[config.mk]
export PLATFORM = sky130hd
export DESIGN_NAME = bit_serial_adder
export DESIGN_NICKNAME = d
export VERILOG_FILES = /design/src/rtl/bsa_pkg.sv /design/src/rtl/bsa_load_shreg.sv /design/src/rtl/bsa_fa_unit.sv /design/src/rtl/bsa_out_shreg.sv /design/src/rtl/bsa_done_ctr.sv /design/src/rtl/bit_serial_adder.sv
export SDC_FILE = /design/constraint.sdc
export NUM_CORES = 1
export LEC_CHECK = 0
export CORE_MARGIN = 2
export CORE_UTILIZATION = 45
export CTS_CLUSTER_DIAMETER = 80
export CTS_CLUSTER_SIZE = 40
export DETAILED_ROUTE_END_ITERATION = 12
export GPL_TIMING_DRIVEN = 0
export PLACE_DENSITY = 0.79
export REMOVE_ABC_BUFFERS = 1
export SKIP_LAST_GASP = 1
export SLEW_MARGIN = 40
export SYNTH_ARGS = -nofsm -noshare
export SYNTH_HDL_FRONTEND = slang
export SYNTH_SLANG_ARGS = --single-unit
export TNS_END_PERCENT = 50
[constraint.sdc]
create_clock -name clk_i -period 1.4 [get_ports clk_i]
set_input_delay 0.35 -clock clk_i [delete_from_list [all_inputs] [get_ports clk_i]]
set_output_delay 0.35 -clock clk_i [all_outputs]
set_load 0.03 [all_outputs]
[src/rtl/bsa_pkg.sv]
package bsa_pkg;
  typedef struct packed {
    logic s;
    logic c;
  } fa_t;

  function automatic fa_t full_add(input logic a, input logic b, input logic c);
    fa_t r;
    r.s = a ^ b ^ c;
    r.c = (a & b) | (a & c) | (b & c);
    return r;
  endfunction
endpackage

[src/rtl/bsa_load_shreg.sv]
module bsa_load_shreg #(
  parameter int W = 8
) (
  input  logic         clk_i,
  input  logic         rst_ni,
  input  logic         load_i,
  input  logic [W-1:0] par_i,
  output logic         bit_o
);
  logic [W-1:0] q;

  always_ff @(posedge clk_i or negedge rst_ni) begin
    if (!rst_ni)     q <= '0;
    else if (load_i) q <= par_i;
    else             q <= {1'b0, q[W-1:1]};  // zero fill from the top
  end

  assign bit_o = q[0];
endmodule

[src/rtl/bsa_fa_unit.sv]
module bsa_fa_unit
  import bsa_pkg::*;
(
  input  logic clk_i,
  input  logic rst_ni,
  input  logic clr_i,
  input  logic a_i,
  input  logic b_i,
  output logic sum_o
);
  logic carry_q;
  logic sum_q;
  fa_t  fa;

  assign fa = full_add(a_i, b_i, carry_q);

  always_ff @(posedge clk_i or negedge rst_ni) begin
    if (!rst_ni) begin
      carry_q <= 1'b0;
      sum_q   <= 1'b0;
    end else begin
      carry_q <= clr_i ? 1'b0 : fa.c;  // abandoned op must not leak its carry
      sum_q   <= fa.s;
    end
  end

  assign sum_o = sum_q;
endmodule

[src/rtl/bsa_out_shreg.sv]
module bsa_out_shreg #(
  parameter int W = 9
) (
  input  logic         clk_i,
  input  logic         rst_ni,
  input  logic         bit_i,
  output logic [W-1:0] par_o
);
  logic [W-1:0] q;

  always_ff @(posedge clk_i or negedge rst_ni) begin
    if (!rst_ni) q <= '0;
    else         q <= {bit_i, q[W-1:1]};
  end

  assign par_o = q;
endmodule

[src/rtl/bsa_done_ctr.sv]
module bsa_done_ctr #(
  parameter int N = 8
) (
  input  logic clk_i,
  input  logic rst_ni,
  input  logic load_i,
  output logic done_o
);
  localparam int DONE_AT = N + 2;
  localparam int IDLE    = N + 3;
  localparam int CW      = $clog2(IDLE + 1);
  localparam logic [CW-1:0] DONE_C = CW'(DONE_AT);
  localparam logic [CW-1:0] IDLE_C = CW'(IDLE);

  logic [CW-1:0] cnt;

  always_ff @(posedge clk_i or negedge rst_ni) begin
    if (!rst_ni)            cnt <= IDLE_C;
    else if (load_i)        cnt <= '0;
    else if (cnt != IDLE_C) cnt <= cnt + 1'b1;
  end

  assign done_o = (cnt == DONE_C);
endmodule

[src/rtl/bit_serial_adder.sv]
module bit_serial_adder #(
  parameter int N = 8
) (
  input  logic         clk_i,
  input  logic         rst_ni,
  input  logic         load_i,
  input  logic [N-1:0] a_i,
  input  logic [N-1:0] b_i,
  output logic [N:0]   sum_o,
  output logic         done_o
);
  localparam int NOPS = 2;
  localparam int SW   = N + 1;

  logic [N-1:0]    op_par [NOPS];
  logic [NOPS-1:0] op_bit;
  logic            sum_bit;

  assign op_par[0] = a_i;
  assign op_par[1] = b_i;

  for (genvar g = 0; g < NOPS; g++) begin : g_op
    bsa_load_shreg #(.W(N)) u_shreg (
      .clk_i  (clk_i),
      .rst_ni (rst_ni),
      .load_i (load_i),
      .par_i  (op_par[g]),
      .bit_o  (op_bit[g])
    );
  end

  bsa_fa_unit u_fa (
    .clk_i  (clk_i),
    .rst_ni (rst_ni),
    .clr_i  (load_i),
    .a_i    (op_bit[0]),
    .b_i    (op_bit[1]),
    .sum_o  (sum_bit)
  );

  bsa_out_shreg #(.W(SW)) u_out (
    .clk_i  (clk_i),
    .rst_ni (rst_ni),
    .bit_i  (sum_bit),
    .par_o  (sum_o)
  );

  bsa_done_ctr #(.N(N)) u_done (
    .clk_i  (clk_i),
    .rst_ni (rst_ni),
    .load_i (load_i),
    .done_o (done_o)
  );
endmodule

==> results of run 1 <==
layout make-up:
type / instances / area [um^2]
tap: 30 / 37.54
clock inverter: 3 / 15.01
inverter: 5 / 18.77
clock buffer: 5 / 37.54
sequential: 31 / 779.5
timing repair buffer: 31 / 302.8
multi-input combinational: 35 / 370.4
fill: 199 / 893.4
sequential cells by signal, indices dropped and copies added, names as in the netlist:
signal and count:
u_done.cnt 4, u_out.par_o 9, u_fa.carry_q 1, g_op.u_shreg.q 16, u_fa.sum_o 1
worst max-delay path by stage:
stage,end,cells after the start,start
after floorplan,done_o,3,u_done.cnt[0]
after global placement,u_done.cnt[1],3,load_i
after detailed placement,u_done.cnt[1],3,load_i
after CTS,done_o,4,u_done.cnt[0]
after global routing,done_o,4,u_done.cnt[0]
final,done_o,4,u_done.cnt[0]
per-stage QoR:
| step | area (um^2) | setup TNS (ns) | utilization (%) |
|---|---|---|---|
| 6_report | 1562 | -0.5068 | 63.61 |
| 5_1_grt | 1562 | -0.7531 | 63.61 |
| 4_1_cts | 1534 | -0.3512 | 62.49 |
| 3_5_place_dp | 1450 | -10.67 | 59.07 |
| 3_3_place_gp | 1455 | -24.87 | 59.28 |
| 2_1_floorplan | 1137 | 0 | - |
worst max-delay path, delay by kind of cell (launching register included):
family | cells | cell delay, ns
flops | 1 | 0.55
simple gates | 1 | 0.19
buf+inv | 2 | 0.18
fa+ha+maj | 1 | 0.14
per-layer routing:
metal  global-route usage [%]  part of all wire [%]  vias to the layer above
met5                        0                     0                        -
met4                    6.250                   1.2                        0
met3                    10.38                   9.5                        3
met2                    21.03                    49                       27
met1                    14.74                    40                      329
li1                         -                     -                      308
cell usage in the layout (no fill, tap or decap), types with 2 or more instances in the layout:
cell | Yosys | routed
and2b_1 | 2 | 2
clkdlybuf4s50_1 | 0 | 16
nor2_1 | 4 | 4
ha_4 | 0 | 2
and3b_2 | 2 | 2
clkbuf_4 | 0 | 5
and2_1 | 2 | 2
inv_1 | 5 | 4
dfrtp_1 | 28 | 28
mux2_4 | 2 | 2
buf_2 | 0 | 2
clkdlybuf4s15_2 | 0 | 8
clkinv_2 | 0 | 3
buf_4 | 1 | 2
dfstp_2 | 3 | 3
mux2_2 | 15 | 15
buf_6 | 1 | 2
logic make-up (layout without fill, tap and decap cells):
family          count (synthesis)  after routing
compound gates                  1              1
buf+inv                         7             44
simple gates                   14             14
flops                          31             31
mux                            17             17
fa+ha+maj                       3              3
timing repair:
item                                    in CTS  in global routing
pin swaps                                    2                  1
gates resized for setup                     37                  6
cloned                                       0                  0
endpoints found under the setup margin      27                 10
hold buffers                                 0                  0
buffers inserted                             1                  2
where the power goes:
group / total [mW] / switching (mW) / internal [mW] / leakage (nW)
registers: 1.09 / 0.0577 / 1.03 / 0.366
clock network: 0.475 / 0.288 / 0.186 / 0.0347
logic: 0.456 / 0.248 / 0.208 / 0.301
==> impl_metrics.yaml, run 1 <==
run_status:
  status: "complete, but fails checks"
  violations: "negative setup slack"
sta:
  fin_hold_ws_ns: 0.04678
  skew_ns: 0.005887
  fmax_mhz: 578.8
  post-route-period-util_pct: 123.4
  setup_viol: 4
  min_period_ns: 1.728
  max-slew-margin-rel_pct: 56.64
  rsz0062_at_grt: "yes"
  final_max_slew_viol_count: 0
  hold_violations: 0
  worst_pin_slew_ns: 0.6503
  fin_ws_ns: -0.3278
detailed_routing:
  wl_per_cell_um: 12.08
  wirelength_um: 1691
  drc: 0
  drt_iter0_drc: 1
  vias: 667
  final_antenna_net_count: 0
  vias_per_cell: 4.764
  first_pass_iters: 3
finish:
  instances_no_fill: 140
  diodes: 0
  area_delta_synth_final_pct: 35.07
  nNetsFinal: 131
  drive_gt1_share_pct: 45.45
global_route:
  grt_pass1_wl_um: 2725
  grt_max_degree: 32
  grt_antenna_before_repair: 0
  gr-total-overflow: 0
  track_usage_pct: 14.06
  grt_pass1_vias: 637
clock_network:
  clockBufferDepth: 2
  cts_made_buffers: 5
  h-tree-depth: 2
  cts_root_buffer: "clkbuf_4"
  clk_pin_slew_ns: 0.10
  clk_latency_ns: 0.32
  cts_tree: "done"
  cts_sinks: 31
logic_synthesis:
  synthSimpleGateAreaFrac_pct: 7.792
  yosysWarnings: 0
  synth.area.mux_share_pct: 17.21
  synth_compound_area_share_pct: 0.4329
  synthTopCellsByArea: "dfrtp_1 61%, mux2_2 15%, dfstp_2 6.8%"
  synth-edff-count: 0
  synth_most_common_cell: "dfrtp_1"
  synthAdderAreaFrac_pct: 3.896
  syn_avg_cell_area_um2: 15.84
  synth_area_leader_cell: "dfrtp_1"
  synth_cells: 73
  synth_top_area_share_pct: 60.61
  synth_xor_area_share_pct: 0
  yosysSeqAreaShare_pct: 67.42
  async_flop_share_pct: 100.0
  synthTopCellsByCount: "28 x dfrtp_1, 15 x mux2_2, 5 x inv_1"
  synth_seq_cells: 31
  synth_flop_cell: "dfrtp_1"
  synth_top_family_by_area: "multiplexers"
  netlist_area_um2: 1156
  post_synth_num_cell_types: 18
worst_setup_path:
  cp.required_ns: 1.05
  path_cells: "inv_2, ha_4, and3b_2, buf_6"
  crit_type: "flip-flop to output pin"
  worst-r2r-cell-count: 5
  cp-end-kind: "output pin"
  slowest_delay_ns: 0.55
  arrival_ns: 1.38
  cpMaxStageDelayCell: "dfstp_2"
  timing.rr.end: "u_done.cnt[0]"
  cp-start-kind: "flip-flop"
  reg2reg_slack_ns: -0.07
  r2r-start: "u_done.cnt[0]"
  crit_fanout: 2
placement:
  hpwl_um: 1162
  port-buffer-count: 28
  gp_congestion: 0.6451
  place_inst: 129
  pre_cts_slack_ns: -0.5930
power_and_ir_drop:
  ir_drop_mv: 0.9068
  power_density_nw_per_um2: 1294
  power_mw: 2.020
  p_leak_nw: 0.7019
floorplan:
  coreArea_um2: 2455
  die_h_um: 54.69
  die_area_um2: 2990
  io_pins: 29
  start_util_pct: 47.09
  std_cell_rows: 18
  fp.dieW_um: 54.69
min_path:
  min_path_type: "primary input to async pin"
flow_run:
  maxCapViolations: 0
Power figures use the tool's default switching activity.
==> inputs of run 2 (changes only) <==
--- a/config.mk
+++ b/config.mk
@@ -11,7 +11,7 @@
 export CTS_CLUSTER_SIZE = 40
 export DETAILED_ROUTE_END_ITERATION = 12
 export GPL_TIMING_DRIVEN = 0
-export PLACE_DENSITY = 0.79
+export PLACE_DENSITY = 0.74
 export REMOVE_ABC_BUFFERS = 1
 export SKIP_LAST_GASP = 1
 export SLEW_MARGIN = 40
==> run 2 against run 1 <==
Compared with the run above:
- the run still ends with negative setup slack left
- first-iteration DRC count grew to 4.0 times the previous value
- non-clock buffer count grew 4
- routed wire length grew 7.7%
- sequential power is essentially flat
- sequential share of layout area shrank 1.2 points
- hold slack gained 0.0025 ns
- cell count grew 2.9%
- via count grew 1.0%
- die area is the same
- power grew 1.0%
- critical path type unchanged
- highest routed layer unchanged
==> impl_metrics.yaml, run 2 (synthesized netlist as in run 1, its figures left out) <==
run_status:
  status: "complete, but fails checks"
  violations: "negative setup slack"
sta:
  worst_pin_slew_ns: 0.6476
  min_period_ns: 1.745
  final_max_slew_viol_count: 0
  fmax_mhz: 573.1
  post-route-period-util_pct: 124.6
  setup_viol: 5
  rsz0062_at_grt: "yes"
  fin_ws_ns: -0.3450
  skew_ns: 0.003171
  max-slew-margin-rel_pct: 56.83
  hold_violations: 0
  setup_tns_ns: -1.296
power_and_ir_drop:
  ir_drop_mv: 0.8346
  power_mw: 2.041
  p_leak_nw: 0.7182
  power_density_nw_per_um2: 1274
worst_setup_path:
  crit_type: "flip-flop to output pin"
  cp.required_ns: 1.05
  worst-r2r-cell-count: 8
  path_depth: 4
  critical_path.top_delay_family: "flip-flops"
  cpMaxStageDelayCell: "dfstp_2"
  arrival_ns: 1.40
  crit_fanout: 2
  cp_num_buf_inv: 2
  cp-start-kind: "flip-flop"
  slowest_delay_ns: 0.55
  cp-end-kind: "output pin"
  path_cells: "inv_2, ha_4, and3b_2, buf_6"
clock_network:
  clk_pin_slew_ns: 0.08
  clk_latency_ns: 0.32
  clockBufferDepth: 2
  cts_tree: "done"
  cts_made_buffers: 5
  h-tree-depth: 2
  cts_root_buffer: "clkbuf_4"
  cts_sinks: 31
finish:
  instances_no_fill: 144
  nNetsFinal: 135
  diodes: 0
  n_fill_cell: 189
  final_cell_mix: "28 x dfrtp_1, 16 x clkdlybuf4s50_1, 15 x mux2_2"
  largest_register_ffs: 16
  regMostFlops: "g_op.u_shreg.q"
  final_common_cell: "dfrtp_1"
  area_delta_synth_final_pct: 38.53
  drive_gt1_share_pct: 43.86
detailed_routing:
  wirelength_um: 1821
  first_pass_iters: 4
  vias_per_cell: 4.681
  final_antenna_net_count: 0
  drc: 0
  vias: 674
  drt_iter0_drc: 4
  wl_per_cell_um: 12.65
global_route:
  gr-total-overflow: 0
  grt_pass1_vias: 612
  grt_max_degree: 32
  grt_pass1_wl_um: 2863
  grt_antenna_before_repair: 0
  track_usage_pct: 14.98
floorplan:
  die_h_um: 54.69
  fp.dieW_um: 54.69
  start_util_pct: 47.09
  std_cell_rows: 18
  io_pins: 29
  die_area_um2: 2990
  coreArea_um2: 2455
placement:
  hpwl_um: 1163
  port-buffer-count: 28
  gp_congestion: 0.6566
  place_inst: 129
min_path:
  min_path_type: "primary input to async pin"
flow_run:
  maxCapViolations: 0
[run 2: changes by cell type in the layout (fill, tap and decap cells not counted)]
cell and delta:
clkbuf_2 -1, or3b_4 -1, buf_6 +3, clkbuf_1 +2, or3b_1 +1, dlygate4sd2_1 +1, clkinv_2 -2, buf_4 +1
[run 2: final timing paths]
| kind | startpoint | endpoint | slack [ns] |
|---|---|---|---|
| setup / recovery | u_done.cnt[0] | done_o | -0.35 |
| hold / removal | rst_ni | u_out.par_o[0] | 0.05 |
| setup reg to reg | u_done.cnt[0] | u_done.cnt[1] | -0.29 |
| hold reg to reg | u_fa.sum_o | u_out.par_o[8] | 0.36 |
| max in group asynchronous | rst_ni | g_op[1].u_shreg.q[3] | 0.93 |
| min in group clk_i | u_fa.sum_o | u_out.par_o[8] | 0.36 |
[run 2: final cells by class]
cell class / instances / area (um^2) / share of cell area, %
clock buffers: 7 / 45.04 / 2.812
clock inverters: 1 / 5.005 / 0.3125
inverters: 5 / 18.77 / 1.172
multi-input cells: 35 / 367.9 / 22.97
flip-flops and latches: 31 / 779.5 / 48.67
well taps: 30 / 37.54 / 2.344
repair buffers: 35 / 347.8 / 21.72
[run 2: stage by stage]
step	area (um^2)	hold WS, ns	setup WS, ns	utilization (%)
6_report	1602	0.04925	-0.3450	65.24
5_1_grt	1602	0.08454	-0.3938	65.24
4_1_cts	1584	0.06550	-0.3511	64.53
3_5_place_dp	1450	0.3420	-0.6357	59.07
3_3_place_gp	1455	0.3344	-0.5948	59.28
2_1_floorplan	1137	0.05441	0.03619	-
[run 2: report_power, final]
group          leakage [nW]  switching [mW]  internal (mW)
clock network        0.0293           0.276          0.195
logic                 0.323           0.257          0.224
registers             0.366          0.0566           1.03
[run 2: repair_timing]
item / in CTS / in global routing
buffers inserted: 6 / 1
gates resized for setup: 41 / 2
cloned: 0 / 0
setup endpoints to repair: 27 / 8
pin swaps: 2 / 3
hold buffers: 0 / 0
[run 2: routing by layer]
layer  GRT usage (%)  part of all wire (%)  vias to the layer above  wire length [um]
met5               0                     0                        -                 0
met4           6.250                  0.71                        0                13
met3           9.290                   8.6                        2               157
met2           21.03                    49                       31               892
met1           18.28                    42                      321               757
li1                -                     -                      320                 -
